### src/rtl/bmc_rx_pkg.sv
package bmc_rx_pkg;
    localparam int SLOTS     = 64;
    localparam int BITS      = 32;
    localparam int AUD_W     = 24;
    localparam int AUD_LSB   = 4;
    localparam int INV_BIT   = 28;
    localparam int PAR_BIT   = 31;
    localparam int BLOCK_LEN = 384;
    localparam int POS_W     = $clog2(BLOCK_LEN);
    localparam int HELD_W    = SLOTS - 5;

    localparam logic [7:0] PRE_BLOCK = 8'h17;
    localparam logic [7:0] PRE_ODD   = 8'h27;
    localparam logic [7:0] PRE_EVEN  = 8'h47;
    localparam logic [3:0] LEAD_SLOTS = 4'h7;

    typedef enum logic {RX_IDLE, RX_CAPTURE} rx_state_e;
endpackage

### src/rtl/bmc_slot_timer.sv
module bmc_slot_timer
    import bmc_rx_pkg::*;
#(
    parameter int DIV_W = 8
) (
    input  logic             clk,
    input  logic             rst,
    input  logic             line_in,
    input  logic [DIV_W-1:0] slot_div,
    output logic             take_o,
    output logic             last_o
);
    localparam int SLOT_W = $clog2(SLOTS);
    localparam logic [DIV_W:0] CNT_ONE = 1;

    typedef struct packed {
        rx_state_e         state;
        logic [DIV_W:0]    wait_cnt;
        logic [SLOT_W-1:0] slot;
        logic              line_prev;
    } tmr_t;

    localparam tmr_t TMR_RST = '{state: RX_IDLE, wait_cnt: '0, slot: '0, line_prev: 1'b0};

    tmr_t tmr_d, tmr_q;

    always_comb begin
        tmr_d           = tmr_q;
        take_o          = 1'b0;
        last_o          = 1'b0;
        tmr_d.line_prev = line_in;
        case (tmr_q.state)
            RX_IDLE: begin
                if (tmr_q.line_prev && !line_in) begin
                    tmr_d.state    = RX_CAPTURE;
                    tmr_d.wait_cnt = {1'b0, slot_div >> 1} + {1'b0, slot_div} - CNT_ONE;
                    tmr_d.slot     = SLOT_W'(4);
                end
            end
            default: begin
                if (tmr_q.wait_cnt == '0) begin
                    take_o         = 1'b1;
                    tmr_d.wait_cnt = {1'b0, slot_div} - CNT_ONE;
                    if (tmr_q.slot == SLOT_W'(SLOTS - 1)) begin
                        last_o      = 1'b1;
                        tmr_d.state = RX_IDLE;
                    end else begin
                        tmr_d.slot = tmr_q.slot + 1'b1;
                    end
                end else begin
                    tmr_d.wait_cnt = tmr_q.wait_cnt - CNT_ONE;
                end
            end
        endcase
    end

    always_ff @(posedge clk) begin
        if (rst) tmr_q <= TMR_RST;
        else     tmr_q <= tmr_d;
    end
endmodule

### src/rtl/bmc_slot_shift.sv
module bmc_slot_shift #(
    parameter int DEPTH = 59
) (
    input  logic             clk,
    input  logic             rst,
    input  logic             take_i,
    input  logic             line_in,
    output logic [DEPTH-1:0] held_o
);
    logic [DEPTH-1:0] held_d, held_q;

    always_comb begin
        held_d = held_q;
        if (take_i) held_d = {line_in, held_q[DEPTH-1:1]};
    end

    always_ff @(posedge clk) begin
        if (rst) held_q <= '0;
        else     held_q <= held_d;
    end

    assign held_o = held_q;
endmodule

### src/rtl/bmc_word_check.sv
module bmc_word_check
    import bmc_rx_pkg::*;
(
    input  logic [SLOTS-1:0] slots_i,
    input  logic [POS_W-1:0] pos_i,
    input  logic [1:0]       width_sel,
    output logic [AUD_W-1:0] sample_o,
    output logic             invalid_o,
    output logic             pre_ok_o,
    output logic             par_ok_o
);
    localparam int CUT16 = AUD_W - 16;
    localparam int CUT20 = AUD_W - 20;

    logic [BITS-1:AUD_LSB]  word;
    logic [AUD_W-1:0]       audio;
    logic [7:0]             pre_exp;

    for (genvar gi = AUD_LSB; gi < BITS; gi++) begin : g_bit
        assign word[gi] = slots_i[2*gi] ^ slots_i[2*gi+1];
    end

    assign audio     = word[AUD_LSB+AUD_W-1:AUD_LSB];
    assign invalid_o = word[INV_BIT];
    assign par_ok_o  = (^word[PAR_BIT-1:AUD_LSB]) == word[PAR_BIT];

    always_comb begin
        if (pos_i == '0)   pre_exp = PRE_BLOCK;
        else if (pos_i[0]) pre_exp = PRE_ODD;
        else               pre_exp = PRE_EVEN;
    end
    assign pre_ok_o = slots_i[7:0] == pre_exp;

    always_comb begin
        case (width_sel)
            2'd0:    sample_o = audio >> CUT16;
            2'd1:    sample_o = audio >> CUT20;
            default: sample_o = audio;
        endcase
    end
endmodule

### src/rtl/bmc_subframe_rx.sv
module bmc_subframe_rx
    import bmc_rx_pkg::*;
#(
    parameter int DIV_W = 8
) (
    input  logic             clk,
    input  logic             rst,
    input  logic             line_in,
    input  logic [DIV_W-1:0] slot_div,
    input  logic [1:0]       width_sel,
    output logic [AUD_W-1:0] sample_o,
    output logic             sample_stb_o,
    output logic             pre_err_o,
    output logic             par_err_o
);
    typedef struct packed {
        logic [POS_W-1:0] pos;
        logic [AUD_W-1:0] sample;
        logic             stb;
        logic             pre_err;
        logic             par_err;
    } out_t;

    logic              take, last;
    logic [HELD_W-1:0] held;
    logic [SLOTS-1:0]  full;
    logic [AUD_W-1:0]  trunc;
    logic              invalid, pre_ok, par_ok;
    out_t              out_d, out_q;

    bmc_slot_timer #(.DIV_W(DIV_W)) u_timer (
        .clk      (clk),
        .rst      (rst),
        .line_in  (line_in),
        .slot_div (slot_div),
        .take_o   (take),
        .last_o   (last)
    );

    bmc_slot_shift #(.DEPTH(HELD_W)) u_shift (
        .clk     (clk),
        .rst     (rst),
        .take_i  (take),
        .line_in (line_in),
        .held_o  (held)
    );

    assign full = {line_in, held, LEAD_SLOTS};

    bmc_word_check u_check (
        .slots_i   (full),
        .pos_i     (out_q.pos),
        .width_sel (width_sel),
        .sample_o  (trunc),
        .invalid_o (invalid),
        .pre_ok_o  (pre_ok),
        .par_ok_o  (par_ok)
    );

    always_comb begin
        out_d         = out_q;
        out_d.stb     = 1'b0;
        out_d.pre_err = 1'b0;
        out_d.par_err = 1'b0;
        if (last) begin
            out_d.stb     = !invalid;
            out_d.pre_err = !pre_ok;
            out_d.par_err = !par_ok;
            if (!invalid) out_d.sample = trunc;
            out_d.pos = (out_q.pos == POS_W'(BLOCK_LEN - 1)) ? '0 : out_q.pos + 1'b1;
        end
    end

    always_ff @(posedge clk) begin
        if (rst) out_q <= '0;
        else     out_q <= out_d;
    end

    assign sample_o     = out_q.sample;
    assign sample_stb_o = out_q.stb;
    assign pre_err_o    = out_q.pre_err;
    assign par_err_o    = out_q.par_err;
endmodule

### config.mk
export PLATFORM = sky130hd
export DESIGN_NAME = bmc_subframe_rx
export DESIGN_NICKNAME = d
export VERILOG_FILES = /design/src/rtl/bmc_rx_pkg.sv /design/src/rtl/bmc_slot_timer.sv /design/src/rtl/bmc_slot_shift.sv /design/src/rtl/bmc_word_check.sv /design/src/rtl/bmc_subframe_rx.sv
export SDC_FILE = /design/constraint.sdc
export NUM_CORES = 1
export LEC_CHECK = 0
export ABC_AREA = 1
export BUFFER_PORTS_ARGS = -buffer_cell sky130_fd_sc_hd__buf_2
export CAP_MARGIN = 15
export CORE_MARGIN = 2
export CORE_UTILIZATION = 55
export CTS_BUF_LIST = sky130_fd_sc_hd__clkbuf_16
export DETAILED_ROUTE_END_ITERATION = 7
export HOLD_SLACK_MARGIN = 0.08
export PLACE_DENSITY = 0.8
export SLEW_MARGIN = 15
export SYNTH_ARGS = -nofsm -noshare
export SYNTH_HDL_FRONTEND = slang
export SYNTH_SLANG_ARGS = --single-unit
### constraint.sdc
create_clock -name clk -period 2.2 [get_ports clk]
set_clock_uncertainty 0.15 [all_clocks]
set_input_delay 0.11 -clock clk [delete_from_list [all_inputs] [get_ports clk]]
set_output_delay 0.11 -clock clk [all_outputs]
set_load 0.02 [all_outputs]
# Word-level counts from Yosys, hierarchy flattened
# Cells that the tools add are included.
# W data, S select, Z words.
dict set report totals {
  register_bits 112
  inputBits 13
  output_inout_bits 27
  word_cells 82
}
dict set report classes {
  add_sub_neg 6
  n_eq_ne 7
  mux 16
  bitwise_logic 30
  n_reduce_logical 13
}
# operator n
set ops {}
lappend ops {{$pmux W24 S2} 1}
lappend ops {{$mux W16} 2}
lappend ops {{$xor A1 B1 Y1} 28}
lappend ops {{$reduce_xor A27 Y1} 1}
lappend ops {{$logic_not A9 Y1} 2}
lappend ops {{$mux W9} 2}
lappend ops {{$sub A9 B1 Y9 const B} 2}
lappend ops {{$mux W7} 2}
lappend ops {{$mux W6} 2}
lappend ops {{$add A7 B8 Y9} 1}
lappend ops {{$add A9 B1 Y9 const B} 1}
lappend ops {{$eq A9 B9 Y1 const B} 1}
lappend ops {{$sub A8 B1 Y9 const B} 1}
lappend ops {{$eq A8 B7 Y1} 1}
lappend ops {{$mux W1} 7}
lappend ops {{$add A6 B1 Y6 const B} 1}
lappend ops {{$eq A6 B6 Y1 const B} 1}
lappend ops {{$logic_not A1 Y1} 4}
lappend ops {{$ne A2 B2 Y1 const B} 2}
lappend ops {{$reduce_and A3 Y1} 1}
lappend ops {{$eq A2 B1 Y1 const B} 1}
lappend ops {{$logic_not A2 Y1} 1}
lappend ops {{$not A1 Y1} 2}
lappend ops {{$reduce_and A2 Y1} 1}
lappend ops {{other kinds (4)} 4}

# Logic depth before layout (Yosys ltp)
dict set report logic_depth {
  ltp_word 6
  mapped_depth 17
  mapped_depth_nobuf 17
}

# Cells and area by module
# A second synthesis with hierarchy kept.
dict set report unflattened {
  hier_cells 1187
  area_unflattened_um2 7189.4
}
# mod n_inst cells_each area_each_um2
set modules_own_cells {}
lappend modules_own_cells {bmc_slot_shift 1 374 2408.6}
lappend modules_own_cells {bmc_slot_timer 1 254 1596.5}
lappend modules_own_cells {bmc_word_check 1 354 1595.3}
lappend modules_own_cells {bmc_subframe_rx 1 205 1589.0}

# Worst setup path before layout
# No wires, ideal clock.
dict set report synth_timing {
  kind {input -> register}
  startpoint {in slot_div[1]}
  endpoint {reg u_timer.tmr_q[14] in the netlist's numbering}
  setup_time_ns 0.132
  t_arrival_ns 1.787
  required_time_ns 1.918
  slack_ns 0.131
  cell_stages 15
  cell_sequence {inv_1 ha_1 inv_1 ha_1 inv_1 fa_1 nand3b_1 nand2_1 a21oi_1 o21bai_1 a21oi_1 o21ai_0 nand2_1 inv_1 a21oi_1}
}
dict set report synth_via {
  elab_chain_cells 4
  elab_cells_between_ends 6
  cone_classes {add/sub: 3; mux: 3}
}
# element line_no
set synth_rtl {}
lappend synth_rtl {{start: declaration} bmc_subframe_rx.sv:9} ;# input logic [DIV_W-1:0] slot_div,
lappend synth_rtl {{$add A7 B8 Y9} bmc_slot_timer.sv:36} ;# tmr_d.wait_cnt = {1'b0, slot_div >> 1} + {1'b0, slot_div} - CNT_ONE;
lappend synth_rtl {{$sub A9 B1 Y9} bmc_slot_timer.sv:36}
lappend synth_rtl {{$mux W16} bmc_slot_timer.sv:34} ;# if (tmr_q.line_prev && !line_in) begin
lappend synth_rtl {{$mux W16 *} bmc_slot_timer.sv:32} ;# case (tmr_q.state)
lappend synth_rtl {{end signal: assignment} bmc_slot_timer.sv:59} ;# else tmr_q <= tmr_d;
lappend synth_rtl {{end: declaration} bmc_slot_timer.sv:25} ;# tmr_t tmr_d, tmr_q;
# Mark *: on every way between the ends. The rest lies on a longest branch, timed or not. The select of a mux whose other input is x is not followed.
# A chain may end at the register's enable or synchronous reset.

# Worst setup path after layout
dict set report layout_timing {
  startpoint {reg u_timer.tmr_q[2] in the netlist's numbering}
  endpoint {reg out_q (netlist bit sample_o[10])}
}
dict set report layout_via {
  elab_chain_cells 5
}
# element line_no
set layout_rtl {}
lappend layout_rtl {{$eq A6 B6 Y1} bmc_slot_timer.sv:44} ;# if (tmr_q.slot == SLOT_W'(SLOTS - 1)) begin
lappend layout_rtl {{$mux W1} bmc_slot_timer.sv:44}
lappend layout_rtl {{$mux W1} bmc_slot_timer.sv:41} ;# if (tmr_q.wait_cnt == '0) begin
lappend layout_rtl {{$mux W1} bmc_slot_timer.sv:32}
lappend layout_rtl {{$reduce_and A2 Y1 (no source line)} -}
lappend layout_rtl {{end signal: assignment} bmc_subframe_rx.sv:76} ;# else out_q <= out_d;
lappend layout_rtl {{end: declaration} bmc_subframe_rx.sv:29} ;# out_t out_d, out_q;
# No other way between the ends.

==> impl_metrics.yaml <==
clocking:
  h-tree-depth: 3
  numCtsBuffers: 9
  clock-root-buffer: "clkbuf_16"
  clock-sinks: 112
  insertion_delay_ns: 0.36
  cts_tree: "built"
  clockBufferDepth: 2
  clk_pin_slew_ns: 0.07
route:
  wl_per_cell_um: 12.61
  post-route-drc-count: 0
  via_per_inst: 5.315
  drt_iter0_markers: 388
  antenna_left: 0
  wirelength_mm: 14.37
  dr_total_vias: 6054
  drtPass1Iterations: 5
sta:
  setup_slack_ns: 0.02998
  fin_crit_sh: 0.9864
  fin_setup_tns_ns: 0
  setup_viol: 0
  final_hold_viol_count: 0
  max_freq_ghz: 0.4608
  slew_viol_final: 0
  worst_pin_slew_ns: 0.5632
  rsz0062_at_grt: "true"
  slew_headroom: 0.6236
  min_period_ns: 2.170
  whs_ns: 0.07877
floorplanning:
  row_count: 39
  fp.dieW_um: 111.6
  die_area_um2: 12460
  io_pins: 40
  start_util: 0.5604
  coreArea_um2: 11370
  dieHeight_um: 111.6
synthesis:
  yosysTopAreaCellShare: 0.3519
  synth_area_leader_cell: "dfxtp_1"
  synthArstFlopShare: 0
  syn_nets: 992
  synth-xor-area-share: 0.02749
  yosysSeqAreaShare: 0.3519
  syn_area_per_cell_um2: 6.637
  yosys-mux-area-fraction: 0
  synthTopCellsByArea: "dfxtp_1 35%, nand2_1 16%, a21oi_1 8.1%"
  synth_fa_ha_area_frac: 0.03967
  synth_edf_count: 0
  synthCells: 960
  ys_warn_count: 0
  synth_compound_area_frac: 0.1917
  yosys.area_share.simple: 0.2602
  ys_types: 47
  ys.flop_type: "dfxtp_1"
  synth_top_family_by_area: "simple AND/OR/NAND/NOR gates"
  netlist_area_um2: 6371
  ys_ff_latch: 112
cells_and_area:
  final_cell_mix: "275 x nand2_1, 120 x inv_1, 110 x dfxtp_1, 98 x a21oi_1, 80 x o21ai_0"
  fin_util: 0.6366
  drive_gt1_frac: 0.1406
  fillers: 984
  fin_nets: 1023
  post-route-cell-area_um2: 7238
  final_common_cell: "nand2_1"
  antenna_cells: 0
  syn_to_final_growth_pct: 13.61
  layout.cells.non_filler: 1139
global_route:
  grt_max_degree: 65
  grt_antenna_before_repair: 0
  grt_pass1_vias: 5282
  grt_overflow_total: 0
  grt.total_usage: 0.2242
  grt_pass1_wl_mm: 23.55
flow_run:
  maxCapViolCount: 0
setup_path:
  worstSetupPathType: "reg2reg"
  cp-end-kind: "flop"
  cp_max_fo: 8
  reg2reg_from: "u_timer.tmr_q[2]"
  required_ns: 2.34
  cp.arrival_ns: 2.31
  startpoint_type: "flop"
  startpoint: "u_timer.tmr_q[2]"
placement:
  placed_area_um2: 6585
  dpl.cell_count: 1104
  place_ws_ns: -0.1213
  portBuffers: 39
  gp_congestion: 0.8806
  dp_hpwl_mm: 9.618
hold_path:
  min_path_type: "in2reg"
  worstHoldStart: "slot_div[0]"
power:
  irDropWorstVdd_v: 0.0004343
  powerDensity_nw_per_um2: 730.4
  total_power_mw: 5.287
  p_leak_nw: 3.334
run_status:
  outcome: "complete, no violations"
## timing repair
item,CTS,global route
resized for setup,0,52
endpoints found under the hold margin,5,0
setup endpoints to repair,0,34
hold buffers,3,0
buffers inserted,0,13
## where the power goes
part	switching, mW	internal, mW	total (mW)
Combinational	0.992	0.538	1.53
Sequential	0.0757	2.11	2.19
Clock	0.784	0.782	1.57
Total	1.85	3.43	5.29
## flip-flops by register name, summed over array words and instances, names as in the netlist
signal	cells
sample_o	24
par_err_o	1
out_q	9
pre_err_o	1
u_shift.held_o	59
u_timer.tmr_q	17
sample_stb_o	1
## cells in the mapped netlist, types with 13 or more instances
library cell	instances
a21oi_1	103
buf_4	24
clkbuf_1	26
dfxtp_1	112
ha_1	17
inv_1	124
nand2_1	279
nand3_1	45
nor2_1	37
o21ai_0	85
o21ai_1	14
xnor2_1	13
## worst max-delay path, stage by stage (launching register included)
cell and delay (ns):
dfxtp_4 0.37, ha_4 0.14, nand2_2 0.05, inv_2 0.06
nand2_2 0.06, nor3_2 0.17, nand2_2 0.12, nor2_8 0.16
clkinv_4 0.09, nor2_4 0.17, buf_12 0.13, buf_6 0.11
clkbuf_16 0.15, o21ai_1 0.06, a21oi_1 0.11
## metal layers
| layer | vias up | global-route usage | share of wire |
|---|---|---|---|
| met5 | - | 0 | 0 |
| met4 | 0 | 0.07490 | 0.017 |
| met3 | 21 | 0.03212 | 0.049 |
| met2 | 161 | 0.3620 | 0.46 |
| met1 | 2736 | 0.3097 | 0.47 |
| li1 | 3136 | - | - |
## kinds of logic after synthesis
group                      count (synthesis)
buffers and inverters                    187
and+or+nand+nor                          392
AOI/OAI and AO/OA                        230
DFF                                      112
adders and majority gates                 19
xor gates and xnor gates                  20
## worst paths after layout
| check | endpoint | slack (ns) | depth (start not counted) |
|---|---|---|---|
| max reg2reg | sample_o[10] | 0.03 | 14 |
| min | u_timer.tmr_q[7] | 0.08 | 5 |
| max | sample_o[10] | 0.03 | 14 |
| min reg2reg | u_shift.held_o[3] | 0.33 | 2 |
## cell type report
class,instances,area (µm²),share of cell area
clock inverter,7,52.55,0.007260
timing repair buffer,78,614.3,0.08487
inverter,129,496.7,0.06863
multi-input combinational,661,3421,0.4726
tap,143,178.9,0.02472
clock buffer,9,225.2,0.03111
sequential,112,2250,0.3108
Power figures use the tool's default switching activity.
